$ cat src/rtl/rx_ring_pkg.sv
package rx_ring_pkg;

    typedef enum logic [3:0] {
        S_IDLE,
        S_RD_CTRL,
        S_RD_CTRL_W,
        S_RD_BUF,
        S_RD_BUF_W,
        S_RECV,
        S_WR_DATA,
        S_WR_LEN,
        S_WR_STAT,
        S_DROP
    } rx_state_e;

    // descriptor layout (byte offsets within one entry)
    localparam int DESC_SHIFT = 4;
    localparam int OFS_BUF    = 0;
    localparam int OFS_CTRL   = 4;
    localparam int OFS_LEN    = 8;

    // bit of the control word that grants the entry to the engine
    localparam int OWN_BIT    = 31;

    // flag positions inside the status high byte
    localparam int HB_FRAM    = 5;
    localparam int HB_OFLO    = 4;
    localparam int HB_CRC     = 3;
    localparam int HB_BUFE    = 2;
    localparam int HB_STP     = 1;
    localparam int HB_ENP     = 0;

    localparam int LEN_W      = 12;

endpackage

$ cat src/rtl/rx_byte_packer.sv
module rx_byte_packer #(
    parameter int DW = 32
) (
    input  logic                     clk,
    input  logic                     rst_n,
    input  logic                     clear,
    input  logic                     push,
    input  logic [7:0]               din,
    output logic [DW-1:0]            word,
    output logic [DW/8-1:0]          strb,
    output logic [$clog2(DW/8):0]    fill
);
    localparam int NB = DW / 8;
    localparam int LW = $clog2(NB) + 1;

    typedef struct packed {
        logic [DW-1:0] word;
        logic [LW-1:0] fill;
    } pk_t;

    pk_t pk_d, pk_q;

    always_comb begin
        pk_d = pk_q;
        if (clear) begin
            pk_d.word = '0;
            pk_d.fill = '0;
        end else if (push) begin
            for (int b = 0; b < NB; b++) begin
                if (pk_q.fill == LW'(b)) pk_d.word[b*8 +: 8] = din;
            end
            pk_d.fill = pk_q.fill + LW'(1);
        end
    end

    always_ff @(posedge clk or negedge rst_n) begin
        if (!rst_n) pk_q <= '0;
        else        pk_q <= pk_d;
    end

    assign word = pk_q.word;
    assign fill = pk_q.fill;

    for (genvar g = 0; g < NB; g++) begin : g_strb
        assign strb[g] = (pk_q.fill > LW'(g));
    end

    // the word never holds more than NB bytes and is never pushed when full
    a_r2_fill_bound: assert property (@(posedge clk) disable iff (!rst_n)
        (pk_q.fill <= LW'(NB)) && !(push && !clear && pk_q.fill == LW'(NB)));

endmodule

$ cat src/rtl/rx_ring_index.sv
module rx_ring_index #(
    parameter int MAX_LOG2 = 8
) (
    input  logic                clk,
    input  logic                rst_n,
    input  logic [3:0]          log2_sz,
    input  logic                advance,
    output logic [MAX_LOG2-1:0] idx
);
    localparam int IW = MAX_LOG2;

    logic [3:0]  eff_log2;
    logic [IW:0] span;
    logic [IW-1:0] last;
    logic [IW-1:0] idx_d, idx_q;

    always_comb begin
        eff_log2 = (32'(log2_sz) > MAX_LOG2) ? 4'(MAX_LOG2) : log2_sz;
        span     = (IW+1)'(1) << eff_log2;
        last     = IW'(span - (IW+1)'(1));
        idx_d    = idx_q;
        if (advance) idx_d = (idx_q == last) ? '0 : idx_q + IW'(1);
    end

    always_ff @(posedge clk or negedge rst_n) begin
        if (!rst_n) idx_q <= '0;
        else        idx_q <= idx_d;
    end

    assign idx = idx_q;

    // the index stays inside the configured ring
    a_r8_idx_in_ring: assert property (@(posedge clk) disable iff (!rst_n)
        idx_q <= last);

endmodule

$ cat src/rtl/rx_ring_writer.sv
module rx_ring_writer
    import rx_ring_pkg::*;
#(
    parameter int AW            = 32,
    parameter int MAX_RING_LOG2 = 8,
    parameter int MISS_W        = 16
) (
    input  logic              clk,
    input  logic              rst_n,
    input  logic [AW-1:0]     cfg_ring_base,
    input  logic [3:0]        cfg_ring_log2,
    input  logic              s_valid,
    output logic              s_ready,
    input  logic [7:0]        s_data,
    input  logic              s_last,
    input  logic [2:0]        s_err,
    output logic              mem_req,
    input  logic              mem_gnt,
    output logic              mem_we,
    output logic [AW-1:0]     mem_addr,
    output logic [31:0]       mem_wdata,
    output logic [3:0]        mem_wstrb,
    input  logic              mem_rvalid,
    input  logic [31:0]       mem_rdata,
    output logic [MISS_W-1:0] missed_count
);
    localparam int DW     = 32;
    localparam int NB     = DW / 8;
    localparam int LW     = $clog2(NB) + 1;
    localparam int WOFS_W = LEN_W - $clog2(NB);

    typedef struct packed {
        rx_state_e          st;
        logic [15:0]        buflen;
        logic [AW-1:0]      bufbase;
        logic [LEN_W-1:0]   cnt;
        logic [WOFS_W-1:0]  wofs;
        logic               ovf;
        logic [2:0]         err;
        logic               done;
        logic [MISS_W-1:0]  missed;
    } regs_t;

    regs_t r_d, r_q;

    logic [MAX_RING_LOG2-1:0] idx;
    logic                     idx_adv;
    logic [AW-1:0]            desc_addr;
    logic [15:0]              bufsz;
    logic [LEN_W-1:0]         lim;
    logic                     pk_push, pk_clear;
    logic [DW-1:0]            pk_word;
    logic [NB-1:0]            pk_strb;
    logic [LW-1:0]            pk_fill;
    logic [LW-1:0]            fill_after;
    logic                     store;
    logic [7:0]               stat_hb;

    rx_ring_index #(.MAX_LOG2(MAX_RING_LOG2)) u_index (
        .clk     (clk),
        .rst_n   (rst_n),
        .log2_sz (cfg_ring_log2),
        .advance (idx_adv),
        .idx     (idx)
    );

    rx_byte_packer #(.DW(DW)) u_packer (
        .clk   (clk),
        .rst_n (rst_n),
        .clear (pk_clear),
        .push  (pk_push),
        .din   (s_data),
        .word  (pk_word),
        .strb  (pk_strb),
        .fill  (pk_fill)
    );

    assign desc_addr = cfg_ring_base + (AW'(idx) << DESC_SHIFT);
    assign bufsz     = 16'(~r_q.buflen + 16'd1);
    assign lim       = (bufsz > 16'(2**LEN_W - 1)) ? {LEN_W{1'b1}} : bufsz[LEN_W-1:0];

    always_comb begin
        stat_hb          = '0;
        stat_hb[HB_FRAM] = r_q.err[0];
        stat_hb[HB_OFLO] = r_q.ovf;
        stat_hb[HB_CRC]  = r_q.err[1];
        stat_hb[HB_BUFE] = r_q.err[2];
        stat_hb[HB_STP]  = 1'b1;
        stat_hb[HB_ENP]  = 1'b1;
    end

    always_comb begin
        r_d        = r_q;
        s_ready    = 1'b0;
        mem_req    = 1'b0;
        mem_we     = 1'b0;
        mem_addr   = '0;
        mem_wdata  = '0;
        mem_wstrb  = '0;
        pk_push    = 1'b0;
        pk_clear   = 1'b0;
        idx_adv    = 1'b0;
        store      = 1'b0;
        fill_after = pk_fill;

        case (r_q.st)
            S_IDLE: begin
                if (s_valid) r_d.st = S_RD_CTRL;
            end
            S_RD_CTRL: begin
                mem_req  = 1'b1;
                mem_addr = desc_addr + AW'(OFS_CTRL);
                if (mem_gnt) r_d.st = S_RD_CTRL_W;
            end
            S_RD_CTRL_W: begin
                if (mem_rvalid) begin
                    r_d.buflen = mem_rdata[15:0];
                    r_d.st     = mem_rdata[OWN_BIT] ? S_RD_BUF : S_DROP;
                end
            end
            S_RD_BUF: begin
                mem_req  = 1'b1;
                mem_addr = desc_addr + AW'(OFS_BUF);
                if (mem_gnt) r_d.st = S_RD_BUF_W;
            end
            S_RD_BUF_W: begin
                if (mem_rvalid) begin
                    r_d.bufbase = AW'(mem_rdata);
                    r_d.st      = S_RECV;
                end
            end
            S_RECV: begin
                s_ready = 1'b1;
                if (s_valid) begin
                    store      = (r_q.cnt < lim);
                    pk_push    = store;
                    fill_after = pk_fill + (store ? LW'(1) : LW'(0));
                    if (store) r_d.cnt = r_q.cnt + LEN_W'(1);
                    else       r_d.ovf = 1'b1;
                    if (s_last) begin
                        r_d.err  = s_err;
                        r_d.done = 1'b1;
                        r_d.st   = (fill_after != '0) ? S_WR_DATA : S_WR_LEN;
                    end else if (fill_after == LW'(NB)) begin
                        r_d.st = S_WR_DATA;
                    end
                end
            end
            S_WR_DATA: begin
                mem_req   = 1'b1;
                mem_we    = 1'b1;
                mem_addr  = r_q.bufbase + (AW'(r_q.wofs) << $clog2(NB));
                mem_wdata = pk_word;
                mem_wstrb = pk_strb;
                if (mem_gnt) begin
                    pk_clear = 1'b1;
                    r_d.wofs = r_q.wofs + WOFS_W'(1);
                    r_d.st   = r_q.done ? S_WR_LEN : S_RECV;
                end
            end
            S_WR_LEN: begin
                mem_req   = 1'b1;
                mem_we    = 1'b1;
                mem_addr  = desc_addr + AW'(OFS_LEN);
                mem_wdata = 32'(r_q.cnt);
                mem_wstrb = 4'b1111;
                if (mem_gnt) r_d.st = S_WR_STAT;
            end
            S_WR_STAT: begin
                mem_req   = 1'b1;
                mem_we    = 1'b1;
                mem_addr  = desc_addr + AW'(OFS_CTRL);
                mem_wdata = {stat_hb, 8'h00, 16'h0000};
                mem_wstrb = 4'b1100;
                if (mem_gnt) begin
                    idx_adv  = 1'b1;
                    r_d.cnt  = '0;
                    r_d.wofs = '0;
                    r_d.ovf  = 1'b0;
                    r_d.err  = '0;
                    r_d.done = 1'b0;
                    r_d.st   = S_IDLE;
                end
            end
            S_DROP: begin
                s_ready = 1'b1;
                if (s_valid && s_last) begin
                    r_d.missed = r_q.missed + MISS_W'(1);
                    r_d.st     = S_IDLE;
                end
            end
            default: r_d.st = S_IDLE;
        endcase
    end

    always_ff @(posedge clk or negedge rst_n) begin
        if (!rst_n) begin
            r_q    <= '0;
            r_q.st <= S_IDLE;
        end else begin
            r_q <= r_d;
        end
    end

    assign missed_count = r_q.missed;

    // an ungranted request is held unchanged into the next cycle
    a_r10_req_hold: assert property (@(posedge clk) disable iff (!rst_n)
        (mem_req && !mem_gnt) |=> (mem_req && $stable(mem_addr) && $stable(mem_we)
                                   && $stable(mem_wdata) && $stable(mem_wstrb)));

    // a status write gives the entry back with both markers set
    a_r4_status_released: assert property (@(posedge clk) disable iff (!rst_n)
        (mem_req && mem_we && mem_addr == desc_addr + AW'(OFS_CTRL))
            |-> (!mem_wdata[OWN_BIT] && mem_wdata[25:24] == 2'b11 && mem_wdata[23:0] == '0));

    // nothing is requested in the cycle after the status write is granted
    a_r7_status_last: assert property (@(posedge clk) disable iff (!rst_n)
        (mem_req && mem_we && mem_gnt && mem_addr == desc_addr + AW'(OFS_CTRL)) |=> !mem_req);

    // the length written never exceeds the usable buffer size
    a_r6_len_bound: assert property (@(posedge clk) disable iff (!rst_n)
        (mem_req && mem_we && mem_addr == desc_addr + AW'(OFS_LEN))
            |-> (mem_wdata[31:LEN_W] == '0 && mem_wdata[LEN_W-1:0] <= lim));

    // the stored byte count never passes the buffer limit
    a_r3_cnt_cap: assert property (@(posedge clk) disable iff (!rst_n)
        (r_q.st == S_RECV) |-> (r_q.cnt <= lim));

    // the missed count only ever steps by one
    a_r9_missed_step: assert property (@(posedge clk) disable iff (!rst_n)
        (missed_count != $past(missed_count)) |-> (missed_count == $past(missed_count) + MISS_W'(1)));

    // no stream byte is taken while a descriptor read is outstanding
    a_r1_hold_stream: assert property (@(posedge clk) disable iff (!rst_n)
        (mem_req && !mem_we) |-> !s_ready);

endmodule

$ cat config.mk
export PLATFORM = sky130hd
export DESIGN_NAME = rx_ring_writer
export DESIGN_NICKNAME = d
export VERILOG_FILES = /design/src/rtl/rx_ring_pkg.sv /design/src/rtl/rx_byte_packer.sv /design/src/rtl/rx_ring_index.sv /design/src/rtl/rx_ring_writer.sv
export SDC_FILE = /design/constraint.sdc
export NUM_CORES = 1
export LEC_CHECK = 0
export ABC_AREA = 0
export BUFFER_PORTS_ARGS = -buffer_cell sky130_fd_sc_hd__buf_4
export CORE_UTILIZATION = 45
export DETAILED_ROUTE_END_ITERATION = 16
export GPL_TIMING_DRIVEN = 0
export PLACE_DENSITY = 0.66
export REMOVE_ABC_BUFFERS = 1
export SLEW_MARGIN = 5
export SYNTH_ARGS = -nofsm -noshare
export SYNTH_HDL_FRONTEND = slang
export SYNTH_SLANG_ARGS = --single-unit
$ cat constraint.sdc
create_clock -name clk -period 7.2 [get_ports clk]
set_input_delay 0.36 -clock clk [delete_from_list [all_inputs] [get_ports clk]]
set_output_delay 0.36 -clock clk [all_outputs]
set_load 0.02 [all_outputs]
==> impl_metrics.env <==
export IMPL_detail_route_antenna_nets=0
export IMPL_dieArea_mm2=0.0239
export IMPL_postSynth_asyncResetShare_pct=100
export IMPL_synth_cell_type_count=96
export IMPL_post_cts_resized=0
export IMPL_drtIter0Drc=738
export IMPL_num_vias=9521
export IMPL_grt_usage_pct=25.2
export IMPL_maxCapViolations=0
export IMPL_clkTransAtPathRegs_ps=70
export IMPL_die_width_um=155
export IMPL_hold_class="in -> async"
export IMPL_ys_warnings_count=0
export IMPL_cts_tree="built"
export IMPL_first_pass_iters=7
export IMPL_fin_hold_ws_ps=8.70
export IMPL_grt_overflow_total=0
export IMPL_insertion_delay_ps=440
export IMPL_synth_area_mm2=0.0105
export IMPL_cts_sink_count=138
export IMPL_fin_cells=1631
export IMPL_synth_seq_area_share_pct=33.0
export IMPL_antenna_diode_count=0
export IMPL_finish_utilization_pct=55.0
export IMPL_synth_ff_latch_count=138
export IMPL_fin_worst_skew_ps=12.4
export IMPL_clock_tree_root_cell="clkbuf_16"
export IMPL_fmax_mhz=150
export IMPL_cts_hold_buffers=0
export IMPL_num_rows=55
export IMPL_start_util_pct=46.1
export IMPL_dp_hpwl_um=22800
export IMPL_wl_per_cell_um=18.3
export IMPL_via_per_inst=5.84
export IMPL_r2r_end="r_q[93]"
export IMPL_min_period_ps=6660
export IMPL_fin_nets=1464
export IMPL_status="completed"
export IMPL_syn_mean_instance_area_um2=8.69
export IMPL_synth_cells=1205
export IMPL_grt_pass1_vias=9076
export IMPL_cts_htree_levels=4
export IMPL_leakagePower_nw=5.86
export IMPL_r2r_slack_ps=540
export IMPL_cts_buffers=17
export IMPL_grt_max_degree=85
export IMPL_setup_violations=0
export IMPL_fillerInstances=2142
export IMPL_worstReg2RegStart="r_q[78]"
export IMPL_vdd_ir_drop_worst_uv=199
export IMPL_crit_path_end_kind="flip-flop"
export IMPL_grt_pass1_wl_um=47700
export IMPL_rsz0062_at_grt="no"
export IMPL_p_per_area_mw_per_mm2=325
export IMPL_core_area_mm2=0.0227
export IMPL_drv_slew=0
export IMPL_slew_headroom_pct=17.2
export IMPL_min_period_over_period_pct=92.5
export IMPL_cts_buffer_depth=2
export IMPL_synth_edf_count=0
export IMPL_area_growth_pct=19.2
export IMPL_wl_um=29900
export IMPL_placedCellCount=1599
export IMPL_die_h_um=155
export IMPL_worstMarginPinSlew_ps=1240
export IMPL_worstSetupStartpointType="flip-flop"
export IMPL_synth_main_ff_cell="dfrtp_1"
export IMPL_path_class="reg -> reg"
export IMPL_cp_required_ps=7550
export IMPL_antenna_found_initial=0
export IMPL_numPortBuffers=171
export IMPL_pin_count=172
export IMPL_drive_above_1_share_pct=21.0
export IMPL_worstPathArrival_ps=7010
export IMPL_gp_congestion=0.932
export IMPL_r2r_cells=21
export IMPL_post_cts_buffers=0
export IMPL_drc_errors=0
export IMPL_worstPathMaxFanout=15
export IMPL_hold_violations=0
worst max-delay path by stage:
stage	startpoint	endpoint
floorplan	r_q[80]	r_q[93]
global placement	r_q[92]	r_q[28]
detailed placement	r_q[80]	r_q[93]
CTS	r_q[80]	r_q[93]
global route	r_q[78]	r_q[93]
finish	r_q[78]	r_q[93]
layer usage:
| metal | GRT usage [%] | vias to the layer above | share of wire [%] |
|---|---|---|---|
| met3 | 4.57 | 38 | 5.7 |
| li1 | - | 4619 | - |
| met5 | 0 | - | 0 |
| met4 | 7.73 | 0 | 2.1 |
| met1 | 34.2 | 4556 | 46 |
| met2 | 40.8 | 308 | 47 |
flip-flops by register name, summed over array words and instances (netlist names):
signal and count:
r_q 79, u_packer.word 32, missed_count 16, u_index.idx 8
u_packer.fill 3
cell usage after synthesis, types with 9 or more instances:
library cell	number	share of area [%]
o31ai_1	9	0.65
clkbuf_1	40	1.4
mux2_2	35	3.8
inv_1	17	0.61
buf_4	17	1.2
ha_1	44	5.3
and4_1	11	0.92
nand3_1	46	2.2
nor4_1	11	0.66
xnor2_1	55	4.6
o211ai_1	11	0.79
nand4_1	24	1.4
nor3_1	32	1.5
and2_1	27	1.6
nand2_1	142	5.1
xor2_1	56	4.7
and3_1	21	1.3
o21ai_0	55	2.6
dfrtp_1	138	33
a22o_1	20	1.7
nor2_1	118	4.2
mux2i_1	29	2.8
a21o_1	14	1.0
a21oi_1	51	2.4
or3_1	12	0.72
final cells by class:
cell class / count / area [um2] / area share (%)
clock buffers: 18 / 439 / 3.52
clock inverters: 14 / 156 / 1.25
multi-input cells: 981 / 6640 / 53.2
well taps: 285 / 357 / 2.86
repair buffers: 177 / 1360 / 10.9
inverters: 18 / 67.6 / 0.541
flip-flops and latches: 138 / 3450 / 27.7
worst max-delay path, stage by stage, from the launching register on:
cell       delay, ps
dfrtp_1          460
or4_1            510
nor4_1           320
mux2_2           390
a41oi_1          770
nor2_1           120
ha_1             330
a21o_1           160
a21o_1           160
a21o_1           170
a21o_1           170
a211o_1          280
a21oi_1          940
ha_1             330
ha_1             240
nor2_1           170
a2111oi_0        130
a21oi_1          140
o221ai_1         310
nor3_1           230
a21oi_1           60
o21ai_0          160
placed cells by master, fill, tap and decap left out, types with 26 or more instances in the layout:
cell type and n:
mux2_2 35, ha_1 44, nand3_1 45, nand2_1 142
buf_4 173, mux2i_1 29, dfrtp_1 138, and2_1 26
o21ai_0 55, nor3_1 30, a21oi_1 51, xnor2_1 55
nor2_1 117, xor2_1 56
metrics by stage:
stage	setup TNS [ps]	power (mW)	worst slack, ps	area [um2]
6_report	0	4.06	543	12500
3_3_place_gp	-2750	3.10	-534	11800
3_5_place_dp	0	3.17	574	11900
2_1_floorplan	0	2.46	1680	10100
5_1_grt	0	4.31	48.3	12500
4_1_cts	0	4.06	591	12500
cell families (layout without fill, tap and decap cells):
group,count (synthesis),after routing,synth area share [%]
AO/OA/AOI/OAI,263,263,18.0
XOR/XNOR,113,113,9.59
adder cells (fa/ha/maj),46,46,5.64
buffers and inverters,86,227,3.78
flip-flops,138,138,33.0
multiplexers,64,64,6.54
AND/OR/NAND/NOR,495,495,23.4
report_power, final:
part           leakage, nW  internal (mW)  switching [mW]
Clock                0.287          0.500           0.382
Combinational         3.78          0.790            1.05
Sequential            1.79           1.04           0.294
Note: power is estimated with default switching activity, not from simulation.
